--- src/rtl/row_tracker.sv ---
module row_tracker #(
  parameter int BANK_W = 3,
  parameter int ROW_W  = 14,
  parameter int NSLOT  = 4,
  parameter int SLOT_W = $clog2(NSLOT)
) (
  input  logic              clk,
  input  logic              rst_n,
  input  logic              acc_valid,
  input  logic [BANK_W-1:0] acc_bank,
  input  logic [ROW_W-1:0]  acc_row,
  input  logic              refresh,
  input  logic              pre_done,
  input  logic [BANK_W-1:0] pre_bank,
  output logic              cls_valid,
  output logic [1:0]        cls,
  output logic [SLOT_W-1:0] cls_slot
);
  localparam logic [1:0] C_HIT = 2'd0, C_IDLE = 2'd1, C_CONF = 2'd2, C_EVICT = 2'd3;
  localparam logic [SLOT_W-1:0] TOP = SLOT_W'(NSLOT - 1);

  logic [NSLOT-1:0]  vld;
  logic [BANK_W-1:0] bnk [NSLOT];
  logic [ROW_W-1:0]  rw  [NSLOT];
  logic [SLOT_W-1:0] age [NSLOT];

  logic [NSLOT-1:0]  v_eff;
  logic [SLOT_W-1:0] age_eff [NSLOT];
  logic              any_bank, any_free;
  logic [SLOT_W-1:0] bank_slot, free_slot, lru_slot, sel;
  logic [1:0]        code;

  always_comb begin
    any_bank  = 1'b0;
    any_free  = 1'b0;
    bank_slot = '0;
    free_slot = '0;
    lru_slot  = '0;
    for (int i = NSLOT - 1; i >= 0; i--) begin
      v_eff[i]   = vld[i] & ~refresh & ~(pre_done && bnk[i] == pre_bank);
      age_eff[i] = refresh ? SLOT_W'(i) : age[i];
      if (v_eff[i] && bnk[i] == acc_bank) begin
        any_bank  = 1'b1;
        bank_slot = SLOT_W'(i);
      end
      if (!v_eff[i]) begin
        any_free  = 1'b1;
        free_slot = SLOT_W'(i);
      end
      if (age_eff[i] == '0) lru_slot = SLOT_W'(i);
    end
  end

  always_comb begin
    if (any_bank) begin
      sel  = bank_slot;
      code = (rw[bank_slot] == acc_row) ? C_HIT : C_CONF;
    end else if (any_free) begin
      sel  = free_slot;
      code = C_IDLE;
    end else begin
      sel  = lru_slot;
      code = C_EVICT;
    end
  end

  always_ff @(posedge clk) begin
    if (!rst_n) begin
      vld       <= '0;
      cls_valid <= 1'b0;
      cls       <= C_HIT;
      cls_slot  <= '0;
      for (int i = 0; i < NSLOT; i++) begin
        age[i] <= SLOT_W'(i);
        bnk[i] <= '0;
        rw[i]  <= '0;
      end
    end else begin
      cls_valid <= acc_valid;
      if (acc_valid) begin
        cls      <= code;
        cls_slot <= sel;
      end
      for (int i = 0; i < NSLOT; i++) begin
        if (acc_valid && SLOT_W'(i) == sel) begin
          vld[i] <= 1'b1;
          bnk[i] <= acc_bank;
          rw[i]  <= acc_row;
          age[i] <= TOP;
        end else begin
          vld[i] <= v_eff[i];
          if (acc_valid && age_eff[i] > age_eff[sel]) age[i] <= age_eff[i] - 1'b1;
          else age[i] <= age_eff[i];
        end
      end
    end
  end
endmodule

--- config.mk ---
export PLATFORM = sky130hd
export DESIGN_NAME = row_tracker
export DESIGN_NICKNAME = d
export VERILOG_FILES = /design/src/rtl/row_tracker.sv
export SDC_FILE = /design/constraint.sdc
export NUM_CORES = 1
export LEC_CHECK = 0
export BUFFER_PORTS_ARGS = -buffer_cell sky130_fd_sc_hd__buf_2
export CAP_MARGIN = 10
export CELL_PAD_IN_SITES_DETAIL_PLACEMENT = 1
export CELL_PAD_IN_SITES_GLOBAL_PLACEMENT = 2
export CORE_ASPECT_RATIO = 1.2
export CORE_UTILIZATION = 43
export CTS_BUF_LIST = sky130_fd_sc_hd__clkbuf_16
export DETAILED_ROUTE_END_ITERATION = 8
export PLACE_DENSITY = 0.82
export SLEW_MARGIN = 20
export SYNTH_ARGS = -nofsm -noshare
export SYNTH_HDL_FRONTEND = slang
export SYNTH_SLANG_ARGS = --single-unit
--- constraint.sdc ---
create_clock -name clk -period 9.45 [get_ports clk]
set_input_delay 0.945 -clock clk [delete_from_list [all_inputs] [get_ports clk]]
set_output_delay 0.945 -clock clk [all_outputs]
set_load 0.005 [all_outputs]
==> Yosys cells after proc, flatten, opt, wreduce, memory -nomap -nowiden <==
Memories as Yosys holds them, arrays and structs flattened.
Cells that the tools add are included.
{ "totals": {"regBits": 9, "wordCells": 184, "mem_count": 3, "ramBits": 76, "input_bits": 25} }
{ "mem_list": {"columns": ["name", "words", "word_bits", "rd", "rd_clocked_by_memory_dff", "write_ports", "line_no", "source"], "rows": [
  ["rw", 4, 14, 1, 0, 4, "24", "logic [ROW_W-1:0] rw [NSLOT];"],
  ["bnk", 4, 3, 4, 0, 4, "23", "logic [BANK_W-1:0] bnk [NSLOT];"],
  ["age", 4, 2, 4, 0, 4, "25", "logic [SLOT_W-1:0] age [NSLOT];"]
]} }
{ "classes": {"eq_ne": 12, "n_lt_le_gt_ge": 5, "muxes": 101, "n_reduce_logical": 21, "n_addsub": 4, "bitwise_logic": 34} }
{ "ops": {"columns": ["op", "count"], "rows": [
  ["2-bit 2-to-1 mux", 35],
  ["1-bit 2-to-1 mux", 57],
  ["14-bit 2-to-1 mux", 4],
  ["3-bit == test", 8],
  ["1-bit OR", 20],
  ["1-bit logical AND", 16],
  ["14-bit == test", 1],
  ["3-bit 2-to-1 mux", 4],
  ["2-bit zero test", 5],
  ["1-bit AND", 8],
  ["2-bit greater-than comparator", 4],
  ["2-bit by 1-bit subtractor with 2-bit output, second input constant", 4],
  ["1-bit NOT", 5],
  ["2-bit binary-select mux with 2-bit select", 1],
  ["2-bit == test, first input constant", 2],
  ["3-bit greater-or-equal comparator, second input constant", 1],
  ["2-bit NOT with 3-bit output", 1],
  ["1-bit by 2-bit == test with 1-bit output, first input constant", 1]
]} }

==> Logic depth before layout (Yosys ltp) <==
{ "depth": {"word_depth": 22, "depth_mapped": 18} }

==> Worst setup path after synthesis <==
OpenSTA, ideal clock, no wires.
{ "synth_timing": {"kind": "input port to flip-flop", "start": "input port refresh", "end": "memory age[3][0] (netlist bit) (data pin)", "path_buffers": 2, "required_ns": 9.176, "t_arrival_ns": 3.944, "slack_ns": 5.232, "setup_ns": 0.274, "cell_stages": 16, "cell_sequence": "clkbuf_1 or2_2 inv_1 ha_1 nor2_1 nor3_1 nor3b_1 o22ai_1 buf_2 mux2_2 o21ai_0 ha_1 nor2_1 maj3_2 a2111oi_0 a31oi_1"} }
{ "synth_rtl": {"columns": ["item", "line_no", "source"], "rows": [
  ["from (decl)", "12", "input logic refresh,"],
  ["to (decl)", "25", null]
]} }

==> run summary <==
Share of layout cells above drive strength 1: 0.1357
Max Cap Violations: 0
Root Buffer: clkbuf_16
Hold buffer count at CTS: 0
Comb pwr share: 0.112
Top_reg_cell synth: edfxtp_1
CTS tree: built
Clock H-tree levels: 3
Post-synth EDFFs: 76
Setup TNS: 0 ps
CP endpoint kind: register
Post-synthesis cell area: 5080 um^2
Critical Path End: age[1][0]
Vias per cell: 5.994
DRT iter0 DRCs: 233
Sw frac: 0.2560
Internal: 0.6996 mW
Worst Path Max Fanout: 26
Num CTS Buffers: 9
Final ANT Viol Nets: 0
Setup CP Type: in2reg
VDD IR max: 0.07830 mV
Static leakage: 2.131 nW
Die width: 101.2 um
Height of the die: 121.1 um
Clock buffer depth: 2
I/O pin cnt: 30
Vias in the first global route: 4282
Die area: 12250 um^2
Most common cell on crit path: o22ai_2
Reg2Reg Setup Slack: 4680 ps
Storage cell area: 2462 um^2
CTS resizes: 0
Clock slew at reported path FFs: 70 ps
Critical-path cell with the highest stage delay: o22ai_2
Setup-failing EPs final: 0
Gate Count Post-Synth: 493
Fin. Hold Viols: 0
Status: complete, no violations
Commonest cells after routing, fill and taps aside: edfxtp_1, nand3_1, o21ai_0, buf_2, nor2_1
Sequential Power Share: 0.464
Mean post-synth cell area: 10.30 um^2
Synthesis-to-layout area growth: 12.12%
Startpoint types: input port
DR pass1 iterations: 6
Critical Path Start: pre_bank[2]
Largest net degree at the start of global routing: 29
DR vias: 4034
Hold/Removal Path Class: reg2reg
Row count: 43
NetSw: 0.2408 mW
Initial antenna violation count: 0
Pre-CTS WS: 4027 ps
Total gr overflow: 0
Hpwl dp: 9.503 mm
Worst Tran Pin Value: 1030 ps
Commonest non-fill, non-tap cell in the layout: edfxtp_1
Tot GR Track Use: 0.2501
DRC: 0
Core Region: 11510 um^2
Final net count: 544
Yosys reg bits: 85
Reg-to-Reg End: age[1][0]
Synth warn: 0
Post-CTS Setup Bufs: 0
Ys async rst share: 0
First-pass GRT wire length: 22.90 mm
Placer Congestion: 0.8377
Clock Power Share: 0.424
Area taken by multi-input logic gates: 2451 um^2
Fin crit share: 0.5352
Fin crit period: 5058 ps
CP arrival: 5160 ps
N_diodes: 0
Synth area leaders: edfxtp_1, dfxtp_1, nand3_1, and2_1, o21ai_0
Routed WL per cell: 20.86 um
Max-slew headroom: 0.3131
Clock Latency Late Sink: 350 ps
Buffers on Ports: 29
CP Cell Sequence: buf_2 > xor2_1 > o41ai_2 > o22ai_2 > o22ai_2 > mux2_2 > o21ai_0 > ha_1 > nor2_1 > o211ai_1 > a31oi_1 > o21bai_1
PD cells: 165.1 nW/um^2
FILL cells: 1311
Worst r2r src: bnk[0][2]
Synth top area share: 0.4493
Final worst-path setup slack: 4392 ps
Sequential area share after synthesis: 0.4847
Register-to-Register Path Depth: 11
Pins Over Slew Limit: 0
Routed wire length: 14.04 mm
Crit path largest cell delay: 920 ps
Worst EP required: 9550 ps
Biggest area consumer among synthesized cells: edfxtp_1
Synth cell types: 66
Fin Clk Skew: 12.78 ps
Initial Util: 0.4412
RSZ-0062 raised after global routing: false
CTS Sinks: 85
Achievable Freq: 197.7 MHz
==> worst max-delay path: cells and delay by family <==
kind	cells	cell delay, ps
xor gates and xnor gates	1	190
and+or+nand+nor	1	330
muxes	1	410
adders and majority gates	1	330
AOI/OAI and AO/OA	7	2810
buffers and inverters	1	140
==> layout make-up <==
cell class | instances | area share
multi-input combinational | 362 | 0.4304
inverter | 20 | 0.01318
clock inverter | 7 | 0.01801
tap | 157 | 0.03449
timing repair buffer | 33 | 0.03207
sequential | 85 | 0.4323
clock buffer | 9 | 0.03954
==> cells in the mapped netlist (11+ instances only) <==
cell      instances
clkbuf_1         20
nor3_1           25
nor4_1           15
nand2b_1         11
and3_1           21
o21ai_0          29
mux2i_1          12
xor2_1           12
inv_1            18
nand3_1          31
nand4_1          18
xnor2_1          12
nor2_1           26
edfxtp_1         76
and2_1           24
a21oi_1          16
==> state kept, by name, indices dropped and copies added (netlist names) <==
| signal | count |
|---|---|
| cls_slot | 2 |
| cls_valid | 1 |
| age | 8 |
| bnk | 12 |
| cls | 2 |
| rw | 56 |
| vld | 4 |
==> through the flow <==
step	utilization	total power [mW]	hold WS (ps)	std cells	cell area [um^2]
after floorplan	-	0.5132	466.0	500	5106
after global placement	0.4641	0.5459	473.4	656	5344
after detailed placement	0.4660	0.5498	485.1	657	5365
after CTS	0.4945	0.9442	499.3	673	5693
after global routing	0.4947	0.9700	518.8	673	5695
final	0.4947	0.9403	491.7	673	5695
==> cell families (layout without fill, tap and decap cells) <==
logic type / count (synthesis) / in the layout / share of synthesized area
and+or+nand+nor: 197 / 197 / 0.2209
AOI/OAI and AO/OA: 110 / 110 / 0.1584
DFF: 85 / 85 / 0.4847
buffers and inverters: 53 / 69 / 0.04384
xor gates and xnor gates: 24 / 24 / 0.04138
muxes: 14 / 14 / 0.02808
adders and majority gates: 9 / 9 / 0.02192
other: 1 / 8 / 0.0007382
==> power by group through the flow <==
stage | sequential, mW | combinational, mW | clock (mW)
floorplan | 0.442 | 0.0710 | 0
global placement | 0.445 | 0.101 | 0
detailed placement | 0.445 | 0.105 | 0
CTS | 0.437 | 0.105 | 0.402
global route | 0.438 | 0.117 | 0.415
finish | 0.437 | 0.105 | 0.399
==> how the worst min path moves through the flow <==
| stage | slack (ps) | start | cells past startpoint | endpoint |
|---|---|---|---|---|
| after floorplan | 470 | cls[1] | 2 | cls[1] |
| after global placement | 470 | cls[1] | 2 | cls[1] |
| after detailed placement | 490 | cls_slot[0] | 2 | cls_slot[0] |
| after CTS | 500 | cls_slot[0] | 2 | cls_slot[0] |
| after global routing | 520 | cls_slot[0] | 2 | cls_slot[0] |
| final | 490 | cls_slot[0] | 2 | cls_slot[0] |
==> metal layers <==
metal | share of wire | vias to the layer above | track usage | routed length [um]
li1 | - | 1912 | - | -
met2 | 0.51 | 66 | 0.4303 | 7175
met1 | 0.45 | 2039 | 0.3153 | 6287
met3 | 0.025 | 17 | 0.02938 | 348
met5 | 0 | - | 0 | 0
met4 | 0.016 | 0 | 0.1051 | 229
Power figures use the tool's default switching activity.
